[src/rtl/byte_alu_pkg.sv]
`timescale 1ns/1ps
package byte_alu_pkg;
  localparam int DATA_W = 8;
  localparam int CLASS_W = 4;

  localparam logic [CLASS_W-1:0] OP_ADD = 4'd0;
  localparam logic [CLASS_W-1:0] OP_SUB = 4'd1;
  localparam logic [CLASS_W-1:0] OP_CMP = 4'd2;
  localparam logic [CLASS_W-1:0] OP_AND = 4'd3;
  localparam logic [CLASS_W-1:0] OP_OR  = 4'd4;
  localparam logic [CLASS_W-1:0] OP_XOR = 4'd5;
  localparam logic [CLASS_W-1:0] OP_SHL = 4'd6;
  localparam logic [CLASS_W-1:0] OP_RTL = 4'd7;
  localparam logic [CLASS_W-1:0] OP_SHR = 4'd8;
  localparam logic [CLASS_W-1:0] OP_RTR = 4'd9;
  localparam logic [CLASS_W-1:0] OP_SWP = 4'd10;
  localparam logic [CLASS_W-1:0] OP_DCA = 4'd11;
  localparam logic [CLASS_W-1:0] OP_DCS = 4'd12;

  typedef enum logic [1:0] {
    LOGIC_AND = 2'd0,
    LOGIC_OR  = 2'd1,
    LOGIC_XOR = 2'd2
  } logicSel_e;

  // strobes from control to datapath
  typedef struct packed {
    logic      useArith;
    logic      invB;
    logic      forceCarry;
    logic      useLogic;
    logicSel_e logicSel;
    logic      useShift;
    logic      shiftLeft;
    logic      shiftCarry;
    logic      useSwap;
    logic      useDec;
    logic      decSub;
    logic      wrNZ;
    logic      wrVH;
    logic      wrC;
  } aluCtrl_t;
endpackage

[src/rtl/byte_alu_ctrl.sv]
`timescale 1ns/1ps
module byte_alu_ctrl
  import byte_alu_pkg::*;
(
  input  logic               opValid,
  input  logic [CLASS_W-1:0] opClass,
  output aluCtrl_t           ctrl
);
  aluCtrl_t dec;

  always_comb begin
    dec = '0;
    dec.logicSel = LOGIC_AND;
    case (opClass)
      OP_ADD: begin dec.useArith = 1'b1; dec.wrNZ = 1'b1; dec.wrVH = 1'b1; dec.wrC = 1'b1; end
      OP_SUB: begin dec.useArith = 1'b1; dec.invB = 1'b1;
                    dec.wrNZ = 1'b1; dec.wrVH = 1'b1; dec.wrC = 1'b1; end
      OP_CMP: begin dec.useArith = 1'b1; dec.invB = 1'b1; dec.forceCarry = 1'b1;
                    dec.wrNZ = 1'b1; dec.wrC = 1'b1; end
      OP_AND: begin dec.useLogic = 1'b1; dec.logicSel = LOGIC_AND; dec.wrNZ = 1'b1; end
      OP_OR:  begin dec.useLogic = 1'b1; dec.logicSel = LOGIC_OR;  dec.wrNZ = 1'b1; end
      OP_XOR: begin dec.useLogic = 1'b1; dec.logicSel = LOGIC_XOR; dec.wrNZ = 1'b1; end
      OP_SHL: begin dec.useShift = 1'b1; dec.shiftLeft = 1'b1; dec.wrNZ = 1'b1; dec.wrC = 1'b1; end
      OP_RTL: begin dec.useShift = 1'b1; dec.shiftLeft = 1'b1; dec.shiftCarry = 1'b1;
                    dec.wrNZ = 1'b1; dec.wrC = 1'b1; end
      OP_SHR: begin dec.useShift = 1'b1; dec.wrNZ = 1'b1; dec.wrC = 1'b1; end
      OP_RTR: begin dec.useShift = 1'b1; dec.shiftCarry = 1'b1; dec.wrNZ = 1'b1; dec.wrC = 1'b1; end
      OP_SWP: begin dec.useSwap = 1'b1; dec.wrNZ = 1'b1; end
      OP_DCA: begin dec.useDec = 1'b1; dec.wrNZ = 1'b1; dec.wrC = 1'b1; end
      OP_DCS: begin dec.useDec = 1'b1; dec.decSub = 1'b1; dec.wrNZ = 1'b1; dec.wrC = 1'b1; end
      default: ; // reserved: no unit, no flag write
    endcase
  end

  always_comb begin
    ctrl      = dec;
    ctrl.wrNZ = dec.wrNZ & opValid;
    ctrl.wrVH = dec.wrVH & opValid;
    ctrl.wrC  = dec.wrC  & opValid;
  end
endmodule

[src/rtl/byte_alu_dp.sv]
`timescale 1ns/1ps
module byte_alu_dp
  import byte_alu_pkg::*;
(
  input  logic              clk,
  input  logic              rstN,
  input  aluCtrl_t          ctrl,
  input  logic [DATA_W-1:0] opA,
  input  logic [DATA_W-1:0] opB,
  input  logic              cIn,
  input  logic              hIn,
  output logic [DATA_W-1:0] result,
  output logic              flagN,
  output logic              flagV,
  output logic              flagH,
  output logic              flagZ,
  output logic              flagC
);
  localparam int SUM_W = DATA_W + 1;
  localparam int MSB = DATA_W - 1;
  localparam logic [DATA_W-1:0] DEC_HI  = 8'h60;
  localparam logic [DATA_W-1:0] DEC_LO  = 8'h06;
  localparam logic [DATA_W-1:0] DEC_MAX = 8'h99;

  // adder shared by add, subtract and compare
  logic [DATA_W-1:0] bOp;
  logic              carryIn;
  logic [SUM_W-1:0]  sum;
  logic              hArith, vArith;

  assign bOp     = ctrl.invB ? ~opB : opB;
  assign carryIn = ctrl.forceCarry ? 1'b1 : cIn;
  assign sum     = {1'b0, opA} + {1'b0, bOp} + {{DATA_W{1'b0}}, carryIn};
  assign hArith  = opA[4] ^ bOp[4] ^ sum[4];
  assign vArith  = (opA[MSB] == bOp[MSB]) && (sum[MSB] != opA[MSB]);

  // bitwise unit
  logic [DATA_W-1:0] logicRes;
  always_comb begin
    case (ctrl.logicSel)
      LOGIC_OR:  logicRes = opA | opB;
      LOGIC_XOR: logicRes = opA ^ opB;
      default:   logicRes = opA & opB;
    endcase
  end

  // shifter
  logic              fillBit;
  logic [DATA_W-1:0] shiftRes;
  logic              shiftC;
  assign fillBit  = ctrl.shiftCarry & cIn;
  assign shiftRes = ctrl.shiftLeft ? {opA[MSB-1:0], fillBit} : {fillBit, opA[MSB:1]};
  assign shiftC   = ctrl.shiftLeft ? opA[MSB] : opA[0];

  // nibble swap
  logic [DATA_W-1:0] swapRes;
  assign swapRes = {opA[3:0], opA[MSB:4]};

  // decimal adjust: second step tests the step-one value
  logic              decStep1, decStep2, decC;
  logic [DATA_W-1:0] decMid, decRes;
  always_comb begin
    if (ctrl.decSub) begin
      decStep1 = (opA > DEC_MAX) || !cIn;
      decMid   = decStep1 ? opA - DEC_HI : opA;
      decC     = decStep1 ? 1'b0 : cIn;
      decStep2 = (decMid[3:0] > 4'd9) || !hIn;
      decRes   = decStep2 ? decMid - DEC_LO : decMid;
    end else begin
      decStep1 = (opA > DEC_MAX) || cIn;
      decMid   = decStep1 ? opA + DEC_HI : opA;
      decC     = decStep1 ? 1'b1 : cIn;
      decStep2 = (decMid[3:0] > 4'd9) || hIn;
      decRes   = decStep2 ? decMid + DEC_LO : decMid;
    end
  end

  // result and carry select
  logic cNext;
  always_comb begin
    result = opA;
    cNext  = flagC;
    if (ctrl.useArith) begin
      result = sum[DATA_W-1:0];
      cNext  = sum[DATA_W];
    end else if (ctrl.useLogic) begin
      result = logicRes;
    end else if (ctrl.useShift) begin
      result = shiftRes;
      cNext  = shiftC;
    end else if (ctrl.useSwap) begin
      result = swapRes;
    end else if (ctrl.useDec) begin
      result = decRes;
      cNext  = decC;
    end
  end

  // flag register
  always_ff @(posedge clk) begin
    if (!rstN) begin
      flagN <= 1'b0;
      flagZ <= 1'b0;
    end else if (ctrl.wrNZ) begin
      flagN <= result[MSB];
      flagZ <= (result == '0);
    end
  end

  always_ff @(posedge clk) begin
    if (!rstN) begin
      flagV <= 1'b0;
      flagH <= 1'b0;
    end else if (ctrl.wrVH) begin
      flagV <= vArith;
      flagH <= hArith;
    end
  end

  always_ff @(posedge clk) begin
    if (!rstN) flagC <= 1'b0;
    else if (ctrl.wrC) flagC <= cNext;
  end

  // zero flag follows the committed result
  assert_zero_follows_R2: assert property (@(posedge clk) disable iff (!rstN)
    ctrl.wrNZ |=> (flagZ == ($past(result) == '0)));
endmodule

[src/rtl/byte_alu.sv]
`timescale 1ns/1ps
module byte_alu
  import byte_alu_pkg::*;
(
  input  logic        clk,
  input  logic        rstN,
  input  logic        opValid,
  input  logic [3:0]  opClass,
  input  logic [7:0]  opA,
  input  logic [7:0]  opB,
  input  logic        cIn,
  input  logic        hIn,
  output logic [7:0]  result,
  output logic        flagN,
  output logic        flagV,
  output logic        flagH,
  output logic        flagZ,
  output logic        flagC
);
  aluCtrl_t ctrl;

  byte_alu_ctrl u_ctrl (
    .opValid (opValid),
    .opClass (opClass),
    .ctrl    (ctrl)
  );

  byte_alu_dp u_dp (
    .clk    (clk),
    .rstN   (rstN),
    .ctrl   (ctrl),
    .opA    (opA),
    .opB    (opB),
    .cIn    (cIn),
    .hIn    (hIn),
    .result (result),
    .flagN  (flagN),
    .flagV  (flagV),
    .flagH  (flagH),
    .flagZ  (flagZ),
    .flagC  (flagC)
  );

  assert_idle_holds_R10: assert property (@(posedge clk) disable iff (!rstN)
    !opValid |=> ($stable(flagN) && $stable(flagV) && $stable(flagH) && $stable(flagZ) && $stable(flagC)));

  assert_reserved_passes_R11: assert property (@(posedge clk) disable iff (!rstN)
    (opClass > OP_DCS) |-> (result == opA));

  assert_reserved_keeps_R11: assert property (@(posedge clk) disable iff (!rstN)
    (opValid && opClass > OP_DCS) |=> ($stable(flagN) && $stable(flagV) && $stable(flagH) && $stable(flagZ) && $stable(flagC)));

  assert_compare_keeps_vh_R4: assert property (@(posedge clk) disable iff (!rstN)
    (opValid && opClass == OP_CMP) |=> ($stable(flagV) && $stable(flagH)));

  assert_bitwise_keeps_R5: assert property (@(posedge clk) disable iff (!rstN)
    (opValid && (opClass == OP_AND || opClass == OP_OR || opClass == OP_XOR))
      |=> ($stable(flagV) && $stable(flagH) && $stable(flagC)));

  assert_shl_carry_R6: assert property (@(posedge clk) disable iff (!rstN)
    (opValid && opClass == OP_SHL) |=> (flagC == $past(opA[7])));

  assert_swap_sign_R7: assert property (@(posedge clk) disable iff (!rstN)
    (opValid && opClass == OP_SWP) |=> (flagN == $past(opA[3])));

  assert_dca_sets_c_R8: assert property (@(posedge clk) disable iff (!rstN)
    (opValid && opClass == OP_DCA && opA > 8'h99) |=> flagC);

  assert_dcs_clears_c_R9: assert property (@(posedge clk) disable iff (!rstN)
    (opValid && opClass == OP_DCS && opA > 8'h99) |=> !flagC);
endmodule

[config.mk]
export PLATFORM = sky130hd
export DESIGN_NAME = byte_alu
export DESIGN_NICKNAME = d
export VERILOG_FILES = /design/src/rtl/byte_alu_pkg.sv /design/src/rtl/byte_alu_ctrl.sv /design/src/rtl/byte_alu_dp.sv /design/src/rtl/byte_alu.sv
export SDC_FILE = /design/constraint.sdc
export NUM_CORES = 1
export LEC_CHECK = 0
export BUFFER_PORTS_ARGS = -buffer_cell sky130_fd_sc_hd__buf_2
export CAP_MARGIN = 20
export CELL_PAD_IN_SITES_DETAIL_PLACEMENT = 1
export CELL_PAD_IN_SITES_GLOBAL_PLACEMENT = 2
export CORE_MARGIN = 4
export CORE_UTILIZATION = 25
export DETAILED_ROUTE_END_ITERATION = 10
export GPL_TIMING_DRIVEN = 1
export PLACE_DENSITY = 0.64
export SYNTH_ARGS = -nofsm -noshare
export SYNTH_HDL_FRONTEND = slang
export SYNTH_HIERARCHICAL = 1
export SYNTH_SLANG_ARGS = --single-unit
[constraint.sdc]
create_clock -name clk -period 4.4 [get_ports clk]
set_clock_uncertainty 0.2 [all_clocks]
set_input_delay 0.22 -clock clk [delete_from_list [all_inputs] [get_ports clk]]
set_output_delay 0.22 -clock clk [all_outputs]
set_load 0.03 [all_outputs]
== Word level (Yosys, flattened, before mapping) ==
Index checks and enable logic that the tools add are counted.

* Flip-flop bits (word level): 5
* Logic and storage cells: 98
* Output and inout port bits: 13
* Input bits: 25

* Magnitude comparators: 3
* Reductions and logical operators: 20
* Muxes and demuxes: 36
* Equal/unequal tests: 18
* Add/subtract/negate cells: 6
* Bitwise operators: 10

{| class="wikitable"
|+ Operators by type and width
! kind !! number
|-
| two-way mux 8 bit || 12
|-
| two-way mux 1 bit || 22
|-
| equality test 4 bit (second input constant) || 5
|-
| equality test 4 x 3 -> 1 bit (second input constant) || 4
|-
| one-hot mux 8 bit (2 select lines) || 1
|-
| OR reduction 13 bit || 1
|-
| OR reduction 2 bit || 5
|-
| adder 8 x 8 -> 9 bit || 1
|-
| adder 9 x 1 -> 9 bit || 1
|-
| one-hot mux 3 bit (3 select lines) || 1
|-
| OR reduction 9 bit || 1
|-
| adder 8 x 3 -> 8 bit (second input constant) || 1
|-
| adder 8 x 7 -> 8 bit (second input constant) || 1
|-
| bitwise AND 8 bit || 1
|-
| equality test 4 x 2 -> 1 bit (second input constant) || 2
|-
| greater-than comparator 4 bit (second input constant) || 2
|-
| greater-than comparator 8 bit (second input constant) || 1
|-
| zero test 8 bit || 1
|-
| inverter 8 bit || 1
|-
| bitwise OR 8 bit || 1
|-
| subtractor 8 x 3 -> 8 bit (second input constant) || 1
|-
| subtractor 8 x 7 -> 8 bit (second input constant) || 1
|-
| bitwise XOR 8 bit || 1
|-
| bitwise AND 1 bit || 4
|-
| other kinds (16) || 21
|}

== Longest topological paths before layout ==
Gate-level depths: netlist of run 1.

* Depth in word-level cells: 13
* Depth in mapped cells: 15
* Gate-level depth less buffers: 13

== Modules after synthesis ==
The synthesis of run 1 kept the hierarchy.

{| class="wikitable"
|+ By module, submodules not included
! module !! area each (um2) !! times used !! cells an instance !! sequential area each (um2)
|-
| byte_alu_dp || 2358.5 || 1 || 335 || 100.1
|-
| byte_alu_ctrl || 221.5 || 1 || 32 || 0.0
|}

== Worst setup path before layout of run 1 ==
OpenSTA, ideal clock, no wires.

* Path kind: input-to-reg
* Start point: input opClass[1]
* End point: register u_dp.flagZ
* Library setup time: 0.117 ns
* Cell stages on the path: 15
* Slack: 0.584 ns
* Data arrival time: 3.498 ns
* Buffers on the path: 2
* Required time: 4.083 ns
* Path through: buf_2 > nand2b_1 > a211oi_1 > clkbuf_1 > xnor2_1 > fa_1 > inv_1 > fa_1 > and3_1 > o21ai_0 > a32oi_1 > a211oi_1 > a31oi_1 > nand4_1 > o21ai_1

{| class="wikitable"
|+ RTL lines
! what !! line !! RTL
|-
| from (decl) || byte_alu.sv:8 || <nowiki>input logic [3:0] opClass,</nowiki>
|-
| to (signal assigned) || byte_alu_dp.sv:106 || <nowiki>flagZ <= (result == '0);</nowiki>
|-
| to (decl) || byte_alu_dp.sv:16 || <nowiki>output logic flagZ,</nowiki>
|}

==> metrics, run 1 <==
CP Data Arrival Time=3.20 ns; GRT Total Usage=16.1%; Min-Delay Path Class=input port to flip-flop; via count=2789; Power Dens Cells=162 nW/um^2; final HPWL from detailed placement=7640 um; vias per cell=5.37; Hold Path Origin=rstN; Final Power=467 uW; final WL=9540 um; vias in the first global route=2828; area growth from synthesis to layout=11.9%; synth warn=6; setup bufs post-CTS=0; grt ovf=0; peak supply drop=0.0000955 V; origin of the critical flop-to-flop path=u_dp/flagV; Netlist cell types=74; Slew Viols, Final=0; syn_area_per_cell=7.03 um^2; Avg WL per Cell=18.4 um; commonest non-fill, non-tap cell in the layout=buf_2; Final nets=443; leakage=1.22 nW; CTS buffer count=3; I/O Buffers=37; clk slew on worst S/H paths=0.03 ns; cell depth of the worst hold path=2; Syn Nets=423; fmax=0.277 GHz; worst skew pair latency=0.22 ns; CTS tree=done; clk sink count=5; WS Path Type=input port to primary output; status=completed; Pre-antenna DRT Iters=4; FILL cells=1305; chip height=110 um; reg-to-reg endpoint=u_dp/flagV; most frequent cells in the layout=38 x buf_2, 29 x nand2_1, 29 x ha_1, 27 x inv_1, 22 x nor2_1; Primary FF master, synth=dfxtp_1; crit path launch type=input port; H-Tree Depth=1; Starting Density=26.0%; RD Place Congestion=0.837; ys async rst share=0%; Max FO, Critical Path=13; Core ar.=9910 um^2; DIE WIDTH=110 um; Crit path required time=3.98 ns; post-route minimum period=3.62 ns; Least-Margin Pin Slew=0.562 ns; Die Footprint=12000 um^2; sequential fraction of the synthesis area=3.88%; Max clock buf depth=2; worst reg2reg setup slack=3.51 ns; Post-CTS Resized=0; crit path launch=opClass[1]; Setup TNS=0 ns; Final ANT Viol Nets=0; layout cells sized above 1=14.8%; drt drc=0; pin count of the biggest net entering global routing=23; diode count=0; worst rel slew slack=62.1%; Hold Vio Cnt, Final=0; CTS root buf=clkbuf_8; number of DRC markers in iteration 0=103; Post-synth EDFFs=0; RSZ-0062 raised after global routing=false; FF-to-FF path depth=2; Hold Buf Count CTS=0; register bit total from synthesis=5; Syn Inst Count=367; Crit. End Element=primary output; max-cap violation count=0; Worst Hold End=u_dp/flagN; crit share post-route=82.2%; Post-Syn Area=2580 um^2; Rows=36; initial antenna violation count=0; final setup vio count=0; num ports=38; first-pass GRT wire length=15300 um
## state kept, by name (all words and copies together) (netlist names)
register	count
u_dp/flagN	1
u_dp/flagC	1
u_dp/flagH	1
u_dp/flagZ	1
u_dp/flagV	1
## cell usage after synthesis (6+ instances only)
| cell type | instances | share of area (%) |
|---|---|---|
| clkbuf_1 | 11 | 1.6 |
| a211oi_1 | 8 | 2.3 |
| nand3_1 | 7 | 1.4 |
| xor2_1 | 9 | 3.1 |
| a21oi_1 | 13 | 2.5 |
| nor2b_1 | 6 | 1.5 |
| inv_1 | 27 | 3.9 |
| buf_2 | 12 | 2.3 |
| o21ai_0 | 21 | 4.1 |
| a31oi_1 | 9 | 2.2 |
| nand2b_1 | 15 | 3.6 |
| nor2_1 | 22 | 3.2 |
| o21a_1 | 8 | 2.3 |
| nor3_1 | 14 | 2.7 |
| or3_1 | 7 | 1.7 |
| ha_1 | 29 | 14 |
| nand2_1 | 29 | 4.2 |
| xnor2_1 | 7 | 2.4 |
| mux2i_1 | 8 | 3.1 |
## layer usage
metal  share of wire (%)  global-route usage [%]
met2                  46                    27.2
met3                 3.0                    1.35
met4                 1.1                    2.05
met5                   0                       0
met1                  49                    22.7
## cells by family (layout without fill, tap and decap cells)
kind of cell	count (synthesis)	in the layout	share of synthesized area [%]
AO/OA/AOI/OAI	115	115	32.6
buffers and inverters	58	77	10.2
AND/OR/NAND/NOR	133	133	28.8
flip-flops	5	5	3.88
adder cells (fa/ha/maj)	31	31	15.6
XOR/XNOR	16	16	5.43
multiplexers	9	9	3.54
## how the worst max path moves through the flow
stage | slack (ns) | to
2_1_floorplan | 0.58 | u_dp/flagZ
3_3_place_gp | 0.89 | u_dp/flagZ
3_5_place_dp | 0.81 | u_dp/flagZ
4_1_cts | 0.79 | result[4]
5_1_grt | 0.55 | result[4]
6_report | 0.78 | result[4]
## final cells by class
class / instances / area, um^2 / area share [%]
multi-input combinational: 304 / 2230 / 77.2
clock buffer: 4 / 45.0 / 1.56
sequential: 5 / 100 / 3.47
tap: 133 / 166 / 5.77
inverter: 28 / 105 / 3.64
timing repair buffer: 45 / 243 / 8.41
## report_power, final
| group | internal, mW | switching [mW] |
|---|---|---|
| registers | 0.0477 | 0.000923 |
| logic | 0.120 | 0.214 |
| clock network | 0.0622 | 0.0221 |
## worst max-delay path: stages
cell and delay [ns]:
buf_2 0.18, nand2b_1 0.20, a211oi_2 0.23, buf_4 0.23, xnor2_1 0.16, fa_1 0.23, inv_1 0.06, fa_1 0.40
and3_1 0.19, o21ai_0 0.24, a32oi_1 0.17, a211oi_1 0.40, buf_2 0.29
## metrics by stage
stage          hold WS, ns  utilization, %  cells  worst slack, ns  cell area [um^2]
3_5_place_dp         0.280            28.7    515            0.812              2840
5_1_grt              0.130            29.1    519            0.546              2890
2_1_floorplan        0.138               -    367            0.584              2580
3_3_place_gp         0.271            28.6    514            0.887              2840
4_1_cts              0.120            29.1    519            0.795              2890
6_report             0.121            29.1    519            0.784              2890
(Power assumes the default switching activity.)
==> run 2, diff against run 1 <==
Settings changed: ABC_AREA set to 1, PLACE_DENSITY 0.64 to 0.69.
Clock period 4.4 ns to 3.54 ns, I/O delays scaled along.
==> run 2 against run 1 <==
Compared with the run above:
- core utilization up 0.62 points
- worst hold slack worse by 0.090 ns
- clock-buffer cell count unchanged
- die area down 8.9%
- sequential power up 25%
- final area down 8.4%
- combinational power up 18%
- total power up 20%
- via count down 7.0%
- critical path type unchanged
==> metrics, run 2 <==
Core ar.=8890 um^2 (-10%); RD Place Congestion=0.816 (-2.4%); WS Path Type=input port to primary output; max-cap violation count=0 (unchanged); diode count=0 (unchanged); commonest non-fill, non-tap cell in the layout=nand2_1; CTS tree=done; number of DRC markers in iteration 0=64 (-38%); crit share post-route=88.9%; most frequent cells in the layout=90 x nand2_1, 56 x inv_1, 42 x a21oi_1, 37 x buf_2, 35 x nand3_1; pin count of the biggest net entering global routing=17 (-26%); I/O Buffers=37 (unchanged); synth warn=6 (unchanged); Power Dens Cells=212 nW/um^2 (+31%); most frequent cell after synthesis=nand2_1; DIE WIDTH=105 um (-4.6%); Die Footprint=10900 um^2 (-8.9%); CTS root buf=clkbuf_8; vias per cell=4.79 (-11%); via count=2594 (-7.0%); worst rel slew slack=48.9% (-13 points); Hold Buf Count CTS=0 (unchanged); Syn Nets=459 (+8.5%); FILL cells=1199 (-8.1%); peak supply drop=0.000173 V (+82%); Syn Inst Count=403 (+9.8%); drt drc=0 (unchanged); syn_area_per_cell=5.79 um^2 (-18%); Max clock buf depth=2 (unchanged); Final Power=560 uW (+20%); Crit path required time=3.16 ns (-0.82 ns); initial antenna violation count=0 (unchanged); clk slew on worst S/H paths=0.04 ns (about the same); sequential fraction of the synthesis area=4.29% (+0.41 points); Pre-antenna DRT Iters=4 (unchanged); area growth from synthesis to layout=13.4%; Netlist cell types=40 (-46%); num ports=38 (unchanged); status=completed; Final ANT Viol Nets=0 (unchanged); register bit total from synthesis=5 (unchanged); worst skew pair latency=0.21 ns (about the same); Hold Vio Cnt, Final=0 (unchanged); first-pass GRT wire length=13300 um (-13%); CP Data Arrival Time=2.77 ns (-0.43 ns); Min-Delay Path Class=input port to flip-flop; Avg WL per Cell=15.1 um (-18%); setup bufs post-CTS=0 (unchanged); GRT Total Usage=14.6% (-1.4 points); Crit. End Element=primary output; leakage=1.46 nW (+19%); chip height=105 um (-4.6%); Post-synth EDFFs=0 (unchanged); Final nets=491 (+11%); RSZ-0062 raised after global routing=false; fmax=0.318 GHz; post-route minimum period=3.15 ns; Max FO, Critical Path=5 (-8); share of the synthesized area in the top cell type=15.6% (+1.5 points); commonest cells in the netlist=90 x nand2_1, 56 x inv_1, 42 x a21oi_1; CTS buffer count=3 (unchanged); Least-Margin Pin Slew=0.761 ns (+0.199 ns); Synth area leaders=ha_1 16%, nand2_1 14%, a21oi_1 9.0%; Yosys top cell by area=ha_1; final HPWL from detailed placement=6910 um (-9.5%); ys async rst share=0% (unchanged); final setup vio count=0 (unchanged); Starting Density=26.2% (+0.20 points); layout cells sized above 1=19.6% (+4.8 points); vias in the first global route=2616 (-7.5%); Primary FF master, synth=dfxtp_1; crit path launch type=input port; Rows=34 (-5.6%); Slew Viols, Final=0 (unchanged); Setup TNS=0 ns (unchanged); Post-Syn Area=2330 um^2 (-9.6%); H-Tree Depth=1 (unchanged); grt ovf=0 (unchanged); final WL=8190 um (-14%); clk sink count=5 (unchanged)
==> run 2: area by class of cell <==
cell class | instances | area (um^2) | share of cell area, %
multi-input cells | 320 | 1910 | 72.1
repair buffers | 41 | 215 | 8.14
clock buffers | 4 | 45.0 | 1.70
well taps | 108 | 135 | 5.11
flip-flops and latches | 5 | 100 | 3.78
inverters | 64 | 243 | 9.18
==> run 2: routing by layer <==
metal / global-route usage (%) / share of wire (%) / vias up
met5: 0 / 0 / -
met4: 0.562 / 0 / 0
met3: 0.863 / 1.6 / 0
met2: 26.6 / 49 / 25
met1: 20.1 / 49 / 1196
li1: - / - / 1373
==> run 2: logic make-up after synthesis <==
| family | share of synthesized area, % |
|---|---|
| buf+inv | 14.1 |
| compound gates | 23.1 |
| fa+ha+maj | 17.3 |
| xor+xnor | 4.88 |
| simple gates | 36.4 |
| flops | 4.29 |
==> run 2: timing repair <==
action	4_1_cts	5_1_grt
resized for setup	0	1
endpoints found under the hold margin	0	0
setup endpoints to repair	0	1
==> run 2: critical path: stages <==
cell      delay, ns
buf_2          0.13
nor2_1         0.16
nand2_2        0.11
nor2_2         0.23
xnor2_1        0.18
fa_1           0.20
inv_1          0.06
fa_1           0.39
nand3_1        0.09
and2_1         0.18
nor2_1         0.05
o21ai_0        0.19
a21boi_0       0.16
nor2_1         0.11
nand2_1        0.05
nand2_1        0.09
buf_2          0.20
==> run 2: per-stage QoR <==
stage | worst slack (ns) | hold WS (ns) | utilization, % | cell area (um^2) | std cells
finish | 0.394 | 0.0308 | 29.7 | 2650 | 542
global route | 0.0516 | 0.0428 | 29.7 | 2650 | 542
CTS | 0.275 | 0.0290 | 29.7 | 2640 | 542
detailed placement | 0.259 | 0.254 | 29.2 | 2600 | 538
global placement | 0.347 | 0.253 | 29.2 | 2600 | 538
floorplan | 0.245 | 0.104 | - | 2330 | 403
==> run 2: report_power, final <==
part | leakage (nW) | switching, mW | internal (mW) | total (mW)
clock network | 0.0228 | 0.0266 | 0.0772 | 0.104
registers | 0.0407 | 0.00157 | 0.0593 | 0.0609
logic | 1.39 | 0.263 | 0.132 | 0.395
total | 1.46 | 0.291 | 0.268 | 0.560
==> run 2: path summary, 6_finish.rpt <==
check	startpoint	to	slack [ns]	cells after the start
setup / recovery	opClass[3]	result[6]	0.39	17
hold / removal	rstN	u_dp/flagN	0.03	3
setup reg to reg	u_dp/flagC	u_dp/flagC	2.70	2
hold reg to reg	u_dp/flagV	u_dp/flagV	0.26	2
